### src/rtl/delayed_event_pwm.sv
module delayed_event_pwm #(
  parameter int DLY_W = 8
) (
  input  logic             clk,
  input  logic             rst_n,
  input  logic             cmp_clr_i,
  input  logic             cnt_tick_i,
  input  logic [7:0]       dly_ctrl_i,
  input  logic [DLY_W-1:0] dly_val_i,
  input  logic [7:0]       lut_tt_i,
  output logic             prog_ev_o,
  output logic             pwm_o
);

  localparam logic [3:0] MODE_DELAY_EV = 4'hE;
  localparam int         PRE_W = 3;

  logic             mode_ok;
  logic [PRE_W-1:0] pre_lim;
  logic             pending;
  logic [PRE_W-1:0] pre_cnt;
  logic [DLY_W-1:0] dly_cnt;
  logic             arm;
  logic             dly_tick;
  logic             done;
  logic             fire;

  assign mode_ok  = dly_ctrl_i[3:0] == MODE_DELAY_EV;
  assign pre_lim  = PRE_W'((4'd1 << dly_ctrl_i[5:4]) - 4'd1);
  assign arm      = cmp_clr_i && mode_ok;
  assign dly_tick = pending && cnt_tick_i && !arm && (pre_cnt >= pre_lim);
  assign done     = dly_tick && (dly_cnt >= dly_val_i);
  assign fire     = done && mode_ok;

  always_ff @(posedge clk) begin
    if (!rst_n) begin
      pending   <= 1'b0;
      pre_cnt   <= '0;
      dly_cnt   <= '0;
      prog_ev_o <= 1'b0;
      pwm_o     <= 1'b0;
    end else begin
      prog_ev_o <= fire;
      pwm_o     <= lut_tt_i[{cmp_clr_i, prog_ev_o, pwm_o}];
      if (arm) begin
        pending <= 1'b1;
        pre_cnt <= '0;
        dly_cnt <= '0;
      end else if (pending && cnt_tick_i) begin
        if (pre_cnt >= pre_lim) begin
          pre_cnt <= '0;
          if (done) pending <= 1'b0;
          else      dly_cnt <= dly_cnt + 1'b1;
        end else begin
          pre_cnt <= pre_cnt + 1'b1;
        end
      end
    end
  end

  p_ev_single_r4: assert property (@(posedge clk) disable iff (!rst_n)
    prog_ev_o |=> !prog_ev_o);

  p_restart_r5: assert property (@(posedge clk) disable iff (!rst_n)
    (cmp_clr_i && dly_ctrl_i[3:0] == 4'hE) |=> !prog_ev_o);

  p_mode_off_r8: assert property (@(posedge clk) disable iff (!rst_n)
    (dly_ctrl_i[3:0] != 4'hE) |=> !prog_ev_o);

  p_no_tick_r11: assert property (@(posedge clk) disable iff (!rst_n)
    !cnt_tick_i |=> !prog_ev_o);

  p_latch_set_r10: assert property (@(posedge clk) disable iff (!rst_n)
    (cmp_clr_i && lut_tt_i == 8'hF2) |=> pwm_o);

  p_latch_hold_r10: assert property (@(posedge clk) disable iff (!rst_n)
    (!cmp_clr_i && !prog_ev_o && lut_tt_i == 8'hF2) |=> (pwm_o == $past(pwm_o)));

endmodule

### config.mk
export PLATFORM = sky130hd
export DESIGN_NAME = delayed_event_pwm
export DESIGN_NICKNAME = d
export VERILOG_FILES = /design/src/rtl/delayed_event_pwm.sv
export SDC_FILE = /design/constraint.sdc
export NUM_CORES = 1
export LEC_CHECK = 0
export ABC_AREA = 1
export BUFFER_PORTS_ARGS = -buffer_cell sky130_fd_sc_hd__buf_2
export CORE_MARGIN = 3
export CORE_UTILIZATION = 35
export DETAILED_ROUTE_END_ITERATION = 10
export PLACE_DENSITY = 0.54
export REMOVE_ABC_BUFFERS = 1
export SLEW_MARGIN = 20
export SYNTH_ARGS = -nofsm -noshare
export SYNTH_HDL_FRONTEND = slang
export SYNTH_SLANG_ARGS = --single-unit
### constraint.sdc
create_clock -name clk -period 2.1 [get_ports clk]
set_clock_uncertainty 0.05 [all_clocks]
set_input_delay 0.525 -clock clk [delete_from_list [all_inputs] [get_ports clk]]
set_output_delay 0.525 -clock clk [all_outputs]
set_load 0.01 [all_outputs]
==> impl_metrics.env <==
export IMPL_viasPerCell=4.833
export IMPL_cts_sink_count=14
export IMPL_die_h_um=59.78
export IMPL_p_leak_nw=0.6340
export IMPL_min_period_ns=1.828
export IMPL_grt_first_pass_wirelength_um=3705
export IMPL_grtUsageTotal_pct=13.53
export IMPL_ant_nets=0
export IMPL_finalCritPeriodShare_pct=87.07
export IMPL_post_cts_buffers=0
export IMPL_reg2regPathDepth=12
export IMPL_gp_congestion=0.6746
export IMPL_r2r_start="dly_cnt[0]$_SDFFE_PP0P_"
export IMPL_num_rows=18
export IMPL_syn_to_final_growth_pct=21.38
export IMPL_ios=30
export IMPL_initial_utilization_pct=38.75
export IMPL_power_switching_share_pct=24.23
export IMPL_end_kind="flip-flop"
export IMPL_n_fill_cell=285
export IMPL_hp_start="pre_cnt[2]$_SDFFE_PP0P_"
export IMPL_worst_pin_slew_ns=0.3059
export IMPL_first_pass_iters=4
export IMPL_internal_power_mw=0.4101
export IMPL_grt_overflow=0
export IMPL_rsz0062_at_grt="no"
export IMPL_comb_power_share_pct=13.5
export IMPL_worstPathMaxFanout=10
export IMPL_nets=216
export IMPL_antenna_found_initial=0
export IMPL_p_sw_mw=0.1311
export IMPL_drv_cap=0
export IMPL_pre_cts_slack_ns=-0.03156
export IMPL_wl_per_cell_um=10.68
export IMPL_ys_seq_area_share_pct=27.69
export IMPL_antenna_cells=0
export IMPL_report_final_slew_viol_count=0
export IMPL_placed_area_um2=1192
export IMPL_grt_pass1_vias=915
export IMPL_outcome="finished, final reports clean"
export IMPL_crit_required_ns=2.26
export IMPL_layout_drive_gt1_share_pct=25.29
export IMPL_yosysUniqueCellTypes=24
export IMPL_cts_root_buf="clkbuf_4"
export IMPL_vias=986
export IMPL_die_area_um2=3573
export IMPL_cts_htree_levels=1
export IMPL_max_freq_ghz=0.5469
export IMPL_criticalPathCategory="in -> reg"
export IMPL_max_vdd_ir_drop_uv=278.2
export IMPL_cts_tree="built"
export IMPL_r2r_end="dly_cnt[6]$_SDFFE_PP0P_"
export IMPL_io_buffers=27
export IMPL_relSlewSlack_pct=79.54
export IMPL_drc=0
export IMPL_setup_violations_final=0
export IMPL_syn_inst=142
export IMPL_min_path_cells=2
export IMPL_power_density_nw_per_um2=440.5
export IMPL_hold_viol=0
export IMPL_min_path_type="reg -> reg"
export IMPL_drt_iter0_markers=37
export IMPL_path_clk_slew_ns=0.09
export IMPL_worst_slack_ns=0.2716
export IMPL_setup_tns_ns=0
export IMPL_clk_latency_ns=0.28
export IMPL_r2r_slack_ns=0.34
export IMPL_synth_yosys_warnings=0
export IMPL_cts_resized=0
export IMPL_avgSynthCellArea_um2=7.128
export IMPL_grt_max_degree=11
export IMPL_clock_power_share_pct=36.4
export IMPL_cp_start_kind="input pin"
export IMPL_core_area_um2=2613
export IMPL_pwr_share_seq_pct=50.1
export IMPL_clock_path_buffers=2
export IMPL_hold_end="pre_cnt[2]$_SDFFE_PP0P_"
export IMPL_stdcell_area_um2=1229
export IMPL_total_power_mw=0.5412
export IMPL_ys_ff_latch=14
export IMPL_hpwl_um=1823
export IMPL_syn_cell_area_um2=1012
export IMPL_wl_um=2178
export IMPL_postCtsHoldBufs=0
export IMPL_fp_dieW_um=59.78
export IMPL_cts_buffers=3
export IMPL_crit_arrival_ns=1.99
-- per-stage QoR --
stage | hold WS, ns | instances | utilization [%]
CTS | 0.4441 | 204 | 47.03
global route | 0.4562 | 204 | 47.03
detailed placement | 0.4316 | 200 | 45.64
floorplan | 0.4061 | 142 | -
global placement | 0.4231 | 200 | 45.64
finish | 0.4432 | 204 | 47.03
-- routing by layer --
metal | global-route usage, % | wire length [um]
met2 | 24.69 | 1164
met3 | 2.592 | 54
met4 | 3.797 | 13
met1 | 15.82 | 945
met5 | 0 | 0
-- power groups by stage --
stage	combinational [mW]	clock [mW]	sequential, mW
6_report	0.0731	0.197	0.271
5_1_grt	0.0844	0.217	0.272
4_1_cts	0.0742	0.205	0.271
3_5_place_dp	0.0738	0	0.278
3_3_place_gp	0.0693	0	0.277
2_1_floorplan	0.0373	0	0.278
-- flip-flops by register name (all words and copies together) (netlist names) --
signal,count
dly_cnt,8
prog_ev_o,1
pre_cnt,3
pwm_o,1
pending,1
-- layout by cell type, fill, tap and decap left out, drive strengths merged --
cell type  instances
a21oi             14
buf               28
clkbuf             4
clkinv             1
dfxtp             14
ha                13
inv               19
nand2             30
nand3             16
nand3b             1
nand4              1
nor2              16
nor3               1
nor3b              1
o21a               1
o21ai              4
o32ai              2
or2                2
xnor2              3
xor2               3
-- final cells by class --
class                      count  area (um^2)  area share, %
inverter                      20        75.07          6.110
clock buffer                   4        36.28          2.953
tap                           30        37.54          3.055
multi-input combinational    108        656.9          53.46
sequential                    14        280.3          22.81
timing repair buffer          28        142.6          11.61
-- critical path: stages --
cell and delay (ns):
buf_2 0.10, or2_2 0.29, ha_1 0.28, nand3_1 0.09, nand3_2 0.09, nand2_2 0.08
nor2_4 0.12, nand2_4 0.12, nand2_4 0.13, nand2_1 0.06, a21oi_1 0.12
-- worst max-delay path by stage --
stage,startpoint,to,cells past startpoint,slack [ns]
after detailed placement,dly_ctrl_i[5],dly_cnt[1]$_SDFFE_PP0P_,11,-0.03
after global routing,dly_cnt[0]$_SDFFE_PP0P_,dly_cnt[1]$_SDFFE_PP0P_,12,0.14
after CTS,dly_ctrl_i[5],dly_cnt[1]$_SDFFE_PP0P_,11,0.26
after global placement,dly_ctrl_i[5],dly_cnt[1]$_SDFFE_PP0P_,11,0.01
final,dly_ctrl_i[5],dly_cnt[1]$_SDFFE_PP0P_,11,0.27
after floorplan,dly_ctrl_i[5],dly_cnt[2]$_SDFFE_PP0P_,10,0.24
-- cell families after synthesis --
kind of cell    after synthesis  share of synthesized area (%)
buf+inv                      20                          7.416
xor+xnor                      6                          5.193
compound gates               21                          11.37
fa+ha+maj                    13                          16.07
flops                        14                          27.69
simple gates                 68                          32.26
-- synthesized netlist by cell type --
| master | number | area, um^2 |
|---|---|---|
| nor2_2 | 2 | 12.51 |
| nand2_2 | 1 | 6.260 |
| nor3_1 | 1 | 5.000 |
| nand4_1 | 1 | 6.260 |
| or2_2 | 2 | 12.51 |
| nand2_4 | 2 | 22.52 |
| ha_1 | 13 | 162.7 |
| o21ai_0 | 4 | 20.02 |
| nor3b_1 | 1 | 7.510 |
| nor2_1 | 13 | 48.80 |
| inv_1 | 16 | 60.06 |
| nand3_2 | 1 | 10.01 |
| inv_2 | 3 | 11.26 |
| dfxtp_1 | 14 | 280.3 |
| o32ai_1 | 2 | 17.52 |
| a21oi_1 | 14 | 70.07 |
| clkinv_1 | 1 | 3.750 |
| nor2_4 | 1 | 11.26 |
| nand3b_1 | 1 | 7.510 |
| xor2_1 | 3 | 26.28 |
| xnor2_1 | 3 | 26.28 |
| nand3_1 | 15 | 75.07 |
| o21a_1 | 1 | 7.510 |
| nand2_1 | 27 | 101.4 |
(Power assumes the default switching activity.)
